$ cat src/rtl/mwa_pkg.sv
package mwa_pkg;
  // Flag byte layout consumed by the register file
  localparam int FLG_S  = 7;
  localparam int FLG_Z  = 6;
  localparam int FLG_H  = 4;
  localparam int FLG_PV = 2;
  localparam int FLG_N  = 1;
  localparam int FLG_C  = 0;

  typedef enum logic [1:0] {
    SRC_PAIR     = 2'b00,
    SRC_SELF     = 2'b01,
    SRC_STACK    = 2'b10,
    SRC_PAIR_ALT = 2'b11
  } src_sel_e;

  typedef enum logic [1:0] {
    OVR_NONE     = 2'b00,
    OVR_SHORT    = 2'b01,
    OVR_LONG     = 2'b10,
    OVR_NONE_ALT = 2'b11
  } ovr_e;

  // Effective width decision: override wins, otherwise the mode bit
  function automatic logic pick_long(input logic mode, input logic [1:0] ovr);
    case (ovr)
      OVR_SHORT: pick_long = 1'b0;
      OVR_LONG:  pick_long = 1'b1;
      default:   pick_long = mode;
    endcase
  endfunction

  function automatic logic [7:0] mask_for(input logic adc);
    logic [7:0] m;
    m = '0;
    m[FLG_H] = 1'b1;
    m[FLG_N] = 1'b1;
    m[FLG_C] = 1'b1;
    if (adc) begin
      m[FLG_S]  = 1'b1;
      m[FLG_Z]  = 1'b1;
      m[FLG_PV] = 1'b1;
    end
    return m;
  endfunction
endpackage

$ cat src/rtl/mwa_width_sel.sv
module mwa_width_sel #(
  parameter int W_LONG  = 24,
  parameter int W_SHORT = 16
) (
  input  logic              long_mode,
  input  logic [1:0]        ovr_code,
  output logic              is_long,
  output logic [W_LONG-1:0] keep_mask
);
  import mwa_pkg::*;
  localparam int W_GAP = W_LONG - W_SHORT;

  assign is_long   = pick_long(long_mode, ovr_code);
  assign keep_mask = is_long ? {W_LONG{1'b1}} : {{W_GAP{1'b0}}, {W_SHORT{1'b1}}};
endmodule

$ cat src/rtl/mwa_opsel.sv
module mwa_opsel #(
  parameter int W_LONG  = 24,
  parameter int W_SHORT = 16
) (
  input  logic [W_LONG-1:0]  dst_val,
  input  logic [W_LONG-1:0]  src_pair,
  input  logic [W_LONG-1:0]  sp_long,
  input  logic [W_SHORT-1:0] sp_short,
  input  logic [1:0]         src_sel,
  input  logic               is_long,
  input  logic [W_LONG-1:0]  keep_mask,
  output logic [W_LONG-1:0]  op_a,
  output logic [W_LONG-1:0]  op_b
);
  import mwa_pkg::*;
  localparam int W_GAP = W_LONG - W_SHORT;

  logic [W_LONG-1:0] stack_val;
  logic [W_LONG-1:0] raw_b;

  // Stack pointer choice follows the effective width
  assign stack_val = is_long ? sp_long : {{W_GAP{1'b0}}, sp_short};

  always_comb begin
    case (src_sel)
      SRC_SELF:  raw_b = dst_val;
      SRC_STACK: raw_b = stack_val;
      default:   raw_b = src_pair;
    endcase
  end

  assign op_a = dst_val & keep_mask;
  assign op_b = raw_b & keep_mask;
endmodule

$ cat src/rtl/mwa_arith.sv
module mwa_arith #(
  parameter int W_LONG   = 24,
  parameter int W_SHORT  = 16,
  parameter int HALF_BIT = 11
) (
  input  logic [W_LONG-1:0] op_a,
  input  logic [W_LONG-1:0] op_b,
  input  logic              cin,
  input  logic              is_long,
  input  logic [W_LONG-1:0] keep_mask,
  output logic [W_LONG-1:0] sum,
  output logic              carry_out,
  output logic              half_carry,
  output logic              sign_ovf,
  output logic              res_msb,
  output logic              res_zero
);
  logic [W_LONG:0] raw;
  logic            a_top, b_top;

  function automatic logic [W_LONG:0] wide_add(input logic [W_LONG-1:0] a,
                                               input logic [W_LONG-1:0] b,
                                               input logic c);
    return {1'b0, a} + {1'b0, b} + {{W_LONG{1'b0}}, c};
  endfunction

  function automatic logic top_bit(input logic [W_LONG-1:0] v, input logic lng);
    return lng ? v[W_LONG-1] : v[W_SHORT-1];
  endfunction

  assign raw        = wide_add(op_a, op_b, cin);
  assign sum        = raw[W_LONG-1:0] & keep_mask;
  assign carry_out  = is_long ? raw[W_LONG] : raw[W_SHORT];
  // carry out of HALF_BIT equals the carry into the bit above it
  assign half_carry = op_a[HALF_BIT+1] ^ op_b[HALF_BIT+1] ^ raw[HALF_BIT+1];
  assign a_top      = top_bit(op_a, is_long);
  assign b_top      = top_bit(op_b, is_long);
  assign res_msb    = top_bit(sum, is_long);
  assign sign_ovf   = (a_top == b_top) && (res_msb != a_top);
  assign res_zero   = (sum == '0);
endmodule

$ cat src/rtl/mwa_flagpack.sv
module mwa_flagpack (
  input  logic       with_carry,
  input  logic       half_carry,
  input  logic       carry_out,
  input  logic       sign_ovf,
  input  logic       res_msb,
  input  logic       res_zero,
  output logic [7:0] flags,
  output logic [7:0] flag_mask
);
  import mwa_pkg::*;

  always_comb begin
    flags        = '0;
    flags[FLG_H] = half_carry;
    flags[FLG_C] = carry_out;
    flags[FLG_N] = 1'b0;
    if (with_carry) begin
      flags[FLG_S]  = res_msb;
      flags[FLG_Z]  = res_zero;
      flags[FLG_PV] = sign_ovf;
    end
  end

  assign flag_mask = mask_for(with_carry);
endmodule

$ cat src/rtl/mwadd_top.sv
module mwadd_top #(
  parameter int W_LONG   = 24,
  parameter int W_SHORT  = 16,
  parameter int HALF_BIT = 11
) (
  input  logic               clk,
  input  logic               rst_n,
  input  logic               in_valid,
  input  logic [W_LONG-1:0]  dst_val,
  input  logic [W_LONG-1:0]  src_pair,
  input  logic [W_LONG-1:0]  sp_long,
  input  logic [W_SHORT-1:0] sp_short,
  input  logic [1:0]         src_sel,
  input  logic               dst_index,
  input  logic               with_carry,
  input  logic               carry_in,
  input  logic               long_mode,
  input  logic [1:0]         ovr_code,
  output logic               out_valid,
  output logic               out_long,
  output logic [W_LONG-1:0]  result,
  output logic [7:0]         flags,
  output logic [7:0]         flag_mask
);
  import mwa_pkg::*;
  localparam int W_GAP = W_LONG - W_SHORT;

  logic              is_long;
  logic [W_LONG-1:0] keep_mask;
  logic [W_LONG-1:0] op_a, op_b, sum;
  logic              carry_out, half_carry, sign_ovf, res_msb, res_zero;
  logic [7:0]        nxt_flags, nxt_mask;
  logic              illegal_req, accept, cin_eff;
  logic              q_adc;

  assign illegal_req = with_carry & dst_index;
  assign accept      = in_valid & ~illegal_req;
  assign cin_eff     = with_carry & carry_in;

  mwa_width_sel #(.W_LONG(W_LONG), .W_SHORT(W_SHORT)) u_width (
    .long_mode (long_mode),
    .ovr_code  (ovr_code),
    .is_long   (is_long),
    .keep_mask (keep_mask)
  );

  mwa_opsel #(.W_LONG(W_LONG), .W_SHORT(W_SHORT)) u_opsel (
    .dst_val   (dst_val),
    .src_pair  (src_pair),
    .sp_long   (sp_long),
    .sp_short  (sp_short),
    .src_sel   (src_sel),
    .is_long   (is_long),
    .keep_mask (keep_mask),
    .op_a      (op_a),
    .op_b      (op_b)
  );

  mwa_arith #(.W_LONG(W_LONG), .W_SHORT(W_SHORT), .HALF_BIT(HALF_BIT)) u_arith (
    .op_a       (op_a),
    .op_b       (op_b),
    .cin        (cin_eff),
    .is_long    (is_long),
    .keep_mask  (keep_mask),
    .sum        (sum),
    .carry_out  (carry_out),
    .half_carry (half_carry),
    .sign_ovf   (sign_ovf),
    .res_msb    (res_msb),
    .res_zero   (res_zero)
  );

  mwa_flagpack u_flags (
    .with_carry (with_carry),
    .half_carry (half_carry),
    .carry_out  (carry_out),
    .sign_ovf   (sign_ovf),
    .res_msb    (res_msb),
    .res_zero   (res_zero),
    .flags      (nxt_flags),
    .flag_mask  (nxt_mask)
  );

  always_ff @(posedge clk or negedge rst_n) begin
    if (!rst_n) begin
      out_valid <= 1'b0;
      out_long  <= 1'b0;
      result    <= '0;
      flags     <= '0;
      flag_mask <= '0;
      q_adc     <= 1'b0;
    end else begin
      out_valid <= accept;
      if (accept) begin
        out_long  <= is_long;
        result    <= sum;
        flags     <= nxt_flags;
        flag_mask <= nxt_mask;
        q_adc     <= with_carry;
      end
    end
  end

  AST_REJECT_ADC_INDEX: assert property (@(posedge clk) disable iff (!rst_n)
    (in_valid && with_carry && dst_index) |=> !out_valid);
  AST_ONE_CYCLE_VALID: assert property (@(posedge clk) disable iff (!rst_n)
    (in_valid && !(with_carry && dst_index)) |=> out_valid);
  AST_IDLE_NO_VALID: assert property (@(posedge clk) disable iff (!rst_n)
    !in_valid |=> !out_valid);
  AST_SHORT_UPPER_ZERO: assert property (@(posedge clk) disable iff (!rst_n)
    (out_valid && !out_long) |-> (result[W_LONG-1:W_SHORT] == {W_GAP{1'b0}}));
  AST_N_ALWAYS_CLEAR: assert property (@(posedge clk) disable iff (!rst_n)
    out_valid |-> (flags[FLG_N] == 1'b0 && flags[5] == 1'b0 && flags[3] == 1'b0));
  AST_ADD_KEEPS_SZPV: assert property (@(posedge clk) disable iff (!rst_n)
    (out_valid && !q_adc) |-> (flag_mask[FLG_S] == 1'b0 && flag_mask[FLG_Z] == 1'b0 && flag_mask[FLG_PV] == 1'b0));
  AST_ADC_ZERO_MATCH: assert property (@(posedge clk) disable iff (!rst_n)
    (out_valid && q_adc) |-> (flags[FLG_Z] == (result == '0)));
  AST_WIDTH_OVERRIDE: assert property (@(posedge clk) disable iff (!rst_n)
    (in_valid && !(with_carry && dst_index) && ovr_code == OVR_LONG) |=> out_long);
endmodule

$ cat config.mk
export PLATFORM = sky130hd
export DESIGN_NAME = mwadd_top
export DESIGN_NICKNAME = d
export VERILOG_FILES = /design/src/rtl/mwa_pkg.sv /design/src/rtl/mwa_width_sel.sv /design/src/rtl/mwa_opsel.sv /design/src/rtl/mwa_arith.sv /design/src/rtl/mwa_flagpack.sv /design/src/rtl/mwadd_top.sv
export SDC_FILE = /design/constraint.sdc
export NUM_CORES = 1
export LEC_CHECK = 0
export CORE_MARGIN = 2
export CORE_UTILIZATION = 40
export DETAILED_ROUTE_END_ITERATION = 6
export PLACE_DENSITY = 0.8
export SLEW_MARGIN = 20
export SYNTH_ARGS = -nofsm -noshare
export SYNTH_HDL_FRONTEND = slang
export SYNTH_SLANG_ARGS = --single-unit
$ cat constraint.sdc
create_clock -name clk -period 2.12 [get_ports clk]
set_input_delay 0.318 -clock clk [delete_from_list [all_inputs] [get_ports clk]]
set_output_delay 0.318 -clock clk [all_outputs]
set_load 0.03 [all_outputs]
==> qor.yml, run 1 <==
antenna_left: 0
dr.pass1.iters: 5
grt_first_pass_wirelength_um: 21800
synth_top_area_share_pct: 22.2
hp-class: "in2async"
yosysMostFrequentCell: "nand2_1"
cts_max_level: 2
cpMaxStageDelayCell: "a2111oi_4"
grt_pass1_vias: 4745
grt_max_degree: 45
portBuffers: 135
max_freq_ghz: 0.270
core_area_um2: 9110
dieArea_um2: 10100
p_total_uw: 4560
synthFlopType: "dfrtp_1"
fin_ws_ns: -1.58
dpl_cell_area_um2: 6090
rows: 35
crit_required_ns: 2.28
timing.final.crit_period_ns: 3.70
cp-end-kind: "flop"
netlist_top_cells_count: "119 x nand2_1, 38 x o21ai_0, 36 x a21oi_1"
grt-ovfl-total: 0
die_w_um: 100
report.final.hold_viol_count: 0
dpl.hpwl_um: 10400
synth_top_area_cell: "dfrtp_1"
pre_cts_slack_ns: -2.28
synthesis.instances: 506
wirelength_um: 14000
drc_errors: 0
async_flop_share_pct: 100
antenna_cells: 0
ys_types: 64
violations: "negative setup slack"
setup-violations-final: 28
cts_buffer_depth: 2
setup_tns_ns: -28.03
drive_above_1_share_pct: 37.0
ir_drop_uv: 348
run_status: "complete, but fails checks"
vias: 4735
maxCapViolCount: 0
worstPathCellList: "buf_8 > inv_8 > ha_4 > mux2i_4 > nand2_1 > nand2_1 > a221o_1 > o21ai_2 > fa_2 > fa_2 > nand2b_4 > a2111oi_4 > o21ai_1 > buf_4 > buf_6 > a21boi_2 > o21ai_1 > xnor2_1 > o21ai_0 > o2111ai_1 > nand2_1"
initial_core_util_pct: 40.8
antenna_found_initial: 0
avgViaCountPerCell: 5.37
post_synth.cell_area_avg_um2: 7.34
nFillCells: 619
fin_util_pct: 77.5
groute.usage.overall_pct: 26.4
worstSkewPairLatency_ns: 0.27
cpPeakStageDelay_ns: 0.40
cts_tree: "done"
chipHeight_um: 100
cpMostUsedCell: "nand2_1"
p_leak_uw: 0.00323
synth_area_leaders: "dfrtp_1 22%, nand2_1 12%, ha_1 8.8%, o21ai_0 5.1%, a21oi_1 4.9%"
synthToLayoutAreaGrowth_pct: 90.2
syn_area_um2: 3710
io_pins: 141
ys_ff_latch: 33
drv_slew: 0
drt-wirelength-per-cell_um: 15.8
finClkSkew_ns: 0
gp_congestion: 0.873
nets: 897
worst-setup-path-type: "in2reg"
clk_pin_slew_ns: 0.07
start_kind: "primary input"
power_density_nw_per_um2: 646
cts-root-buf: "clkbuf_8"
clock-sinks: 33
stdcell_area_um2: 7060
critical_path.max_fanout: 3
yosysWarnings: 0
first_iter_violations: 221
synth_edf_count: 0
cts_made_buffers: 5
fin_crit_sh_pct: 174
grt_setup_unrepaired: "true"
r2r_setup_slack_ns: 1.31
ys_seq_area_share_pct: 22.2
worstPathArrival_ns: 3.86
[state kept, by name (all words and copies together), names as in the netlist]
| signal | cells |
|---|---|
| out_valid | 1 |
| result | 24 |
| flag_mask | 2 |
| out_long | 1 |
| flags | 5 |
[cells in the final DEF (no fill, tap or decap), types with 4 or more instances in the layout]
cell | Yosys | layout
a21o_1 | 6 | 6
a21oi_1 | 36 | 20
a21oi_2 | 2 | 14
a21oi_4 | 2 | 6
a221o_1 | 9 | 9
a221oi_2 | 2 | 10
and2_1 | 9 | 9
buf_4 | 11 | 139
buf_6 | 1 | 14
clkbuf_8 | 0 | 5
clkdlybuf4s50_1 | 0 | 130
conb_1 | 1 | 5
dfrtp_1 | 33 | 33
ha_1 | 26 | 18
ha_2 | 0 | 4
ha_4 | 0 | 4
inv_1 | 29 | 24
mux2_4 | 0 | 7
nand2_1 | 119 | 107
nand2_2 | 0 | 10
nand2b_1 | 8 | 7
nand3_1 | 8 | 7
nor2_1 | 29 | 26
nor3_1 | 8 | 6
o21ai_0 | 38 | 17
o21ai_1 | 4 | 16
o21ai_2 | 2 | 11
xnor2_2 | 0 | 6
[layer usage]
metal / wire, um / global-route usage, %
met2: 6990 / 47.7
met5: 0 / 0
met4: 423 / 9.06
met1: 5810 / 32.8
met3: 733 / 2.51
[worst max-delay path: cells and delay by family]
family	cells	cell delay, ns
AO/OA/AOI/OAI	8	1.25
adder cells (fa/ha/maj)	3	1.01
AND/OR/NAND/NOR	4	0.41
buffers and inverters	4	0.40
multiplexers	1	0.28
XOR/XNOR	1	0.21
[stage by stage]
step | instances | hold slack, ns
3_3_place_gp | 844 | 0.459
4_1_cts | 873 | 0.447
2_1_floorplan | 510 | 0.0224
3_5_place_dp | 844 | 0.465
5_1_grt | 882 | 0.469
6_report | 882 | 0.427
[worst paths after layout]
kind	startpoint	end	cells after the start
max in group asynchronous	rst_n	result[5]	2
worst min-delay path	rst_n	out_valid	2
worst max-delay path	ovr_code[0]	flags[6]	21
min in group clk	result[6]	result[6]	2
worst min register to register	result[6]	result[6]	2
worst max register to register	flag_mask[4]	flag_mask[4]	1
[report_power, final]
group / total (uW) / switching, uW / internal, uW
Combinational: 3260 / 1630 / 1630
Sequential: 861 / 84.2 / 777
Clock: 444 / 216 / 227
[cell type report]
| class | count | area (um2) | area share [%] |
|---|---|---|---|
| multi-input cells | 410 | 3270 | 46.3 |
| inverters | 29 | 120 | 1.70 |
| clock inverters | 2 | 10.0 | 0.142 |
| clock buffers | 6 | 72.6 | 1.03 |
| repair buffers | 291 | 2630 | 37.2 |
| flip-flops and latches | 33 | 826 | 11.7 |
| well taps | 111 | 139 | 1.97 |
[cells by family after synthesis]
family	count (synthesis)	share of synthesized area (%)
mux	14	4.01
other cells	1	0.101
fa+ha+maj	28	9.84
flops	33	22.2
simple gates	201	24.0
buf+inv	68	8.49
compound gates	145	27.5
xor+xnor	16	3.77
[what timing repair did]
item / 4_1_cts / 5_1_grt
endpoints found under the setup margin: 29 / 28
hold buffers: 0 / 0
gates resized for setup: 111 / 41
setup buffers: 20 / 12
pin swaps: 60 / 40
gates cloned: 2 / 0
Power figures use the tool's default switching activity.
==> run 2, diff against run 1 <==
PLACE_DENSITY = 0.83   (was 0.8)
==> run 2 against run 1 <==
- the run still ends with negative setup slack left
- combinational power up 6.7%
- first-iteration DRC count rose by 12%
- critical endpoint unchanged
- register-to-register slack is essentially flat
- clock power up 4%
==> qor.yml, run 2 (same netlist as run 1, synthesis figures left out) <==
portBuffers: 135
p_int_uw: 2770
grt_max_degree: 45
seqPwrFrac_pct: 17.9
groute.usage.overall_pct: 26.8
largest_register_ffs: 24
report.final.hold_viol_count: 0
vias: 5046
timing.final.crit_period_ns: 3.59
critPathLaunch: "ovr_code[0]"
finClkSkew_ns: 0
clk_pin_slew_ns: 0.07
initial_core_util_pct: 40.8
grt_first_pass_wirelength_um: 22200
drive_above_1_share_pct: 39.4
synthToLayoutAreaGrowth_pct: 95.7
rows: 35
violations: "negative setup slack"
dieArea_um2: 10100
worstPathArrival_ns: 3.83
nets: 921
start_kind: "primary input"
cp-end-kind: "flop"
p_leak_uw: 0.00337
cts-root-buf: "clkbuf_8"
final_cell_mix: "153 x buf_4, 130 x clkdlybuf4s50_1, 104 x nand2_1"
fin_crit_sh_pct: 170
power_density_nw_per_um2: 662
worstSkewPairLatency_ns: 0.29
nFillCells: 555
first_iter_violations: 247
clock-sinks: 33
whs_ns: 0.434
drt-wirelength-per-cell_um: 17.2
dpl.hpwl_um: 10200
hp-class: "in2async"
setup-violations-final: 28
switchingPower_uw: 2040
combPwrFrac_pct: 72.4
io_pins: 141
regMostFlops: "result"
avgViaCountPerCell: 5.57
final_common_cell: "buf_4"
chipHeight_um: 100
hold_buffers: 0
p_sw_share_pct: 42.4
antenna_left: 0
worst_slew_pin_slew_ns: 0.503
cts_buffer_depth: 2
cts_made_buffers: 5
grt_pass1_vias: 4806
gp_congestion: 0.932
fin_ws_ns: -1.47
maxCapViolCount: 0
critical_path.max_fanout: 7
core_area_um2: 9110
reg2reg_from: "flag_mask[4]"
drv_slew: 0
drc_errors: 0
run_status: "complete, but fails checks"
antenna_cells: 0
wirelength_um: 15600
dr.pass1.iters: 7
grt-ovfl-total: 0
slew_headroom_pct: 66.1
cts_max_level: 2
setup_tns_ns: -29.47
cts_tree: "done"
grt_setup_unrepaired: "true"
top_regs: "result x24, flags x5, flag_mask x2"
max_freq_ghz: 0.278
die_w_um: 100
crit_required_ns: 2.35
worst-setup-path-type: "in2reg"
p_clk_share_pct: 9.6
ir_drop_uv: 330
antenna_found_initial: 0
-- run 2: critical path, cell delays in order --
cell and delay (ns):
buf_8 0.08, inv_8 0.03, ha_4 0.29, mux2_4 0.36, buf_6 0.14, nand2_2 0.06
nand2_2 0.05, a221oi_2 0.23, a21oi_1 0.09, ha_1 0.42, nand4_1 0.18, buf_4 0.18
nand3b_1 0.09, mux2i_1 0.08, a211o_1 0.29, a211oi_2 0.25, nand4_1 0.16, nor4bb_2 0.31
o2111ai_1 0.13, nand2_1 0.07
-- run 2: per-stage QoR --
step / power, uW / instance area [um2] / utilization, % / std cells / setup slack, ns
after floorplan: 2280 / 3850 / - / 510 / -1.53
after global placement: 3430 / 6070 / 66.6 / 843 / -2.16
after detailed placement: 3490 / 6070 / 66.6 / 843 / -2.23
after CTS: 4270 / 6730 / 73.9 / 882 / -1.49
after global routing: 5040 / 7260 / 79.8 / 906 / -1.63
final: 4810 / 7260 / 79.8 / 906 / -1.47
-- run 2: final cells by class --
type	count	area, um2	share of cell area, %
repair buffers	315	2820	38.8
clock inverters	2	10.0	0.138
clock buffers	6	72.6	0.999
multi-input cells	410	3290	45.2
well taps	111	139	1.91
flip-flops and latches	33	826	11.4
inverters	29	116	1.60
-- run 2: path summary, 6_finish.rpt --
path	slack, ns	cells after the start	end
setup / recovery	-1.47	20	flags[6]
hold / removal	0.43	2	result[20]
setup reg to reg	1.30	1	flag_mask[4]
hold reg to reg	0.48	2	result[19]
max in group asynchronous	1.39	2	result[3]
min in group clk	0.48	2	result[19]
-- run 2: metal layers --
| metal | vias to the layer above | GRT usage, % | share of wire, % |
|---|---|---|---|
| met5 | - | 0 | 0 |
| met4 | 0 | 9.06 | 3.4 |
| met1 | 2405 | 34.2 | 40 |
| met3 | 53 | 2.23 | 5.3 |
| li1 | 2344 | - | - |
| met2 | 244 | 47.7 | 51 |
-- run 2: timing repair --
action                     4_1_cts  5_1_grt
setup buffers                   33       27
pin swaps                       46       53
gates cloned                     1        0
gates resized for setup         90       80
setup endpoints to repair       29       28
-- run 2: power groups by stage --
stage          registers, uW  clock network, uW  logic (uW)
2_1_floorplan           1160                  0        1120
4_1_cts                  863                459        2950
3_3_place_gp             868                  0        2560
3_5_place_dp             875                  0        2620
6_report                 862                463        3480
5_1_grt                  880                491        3670
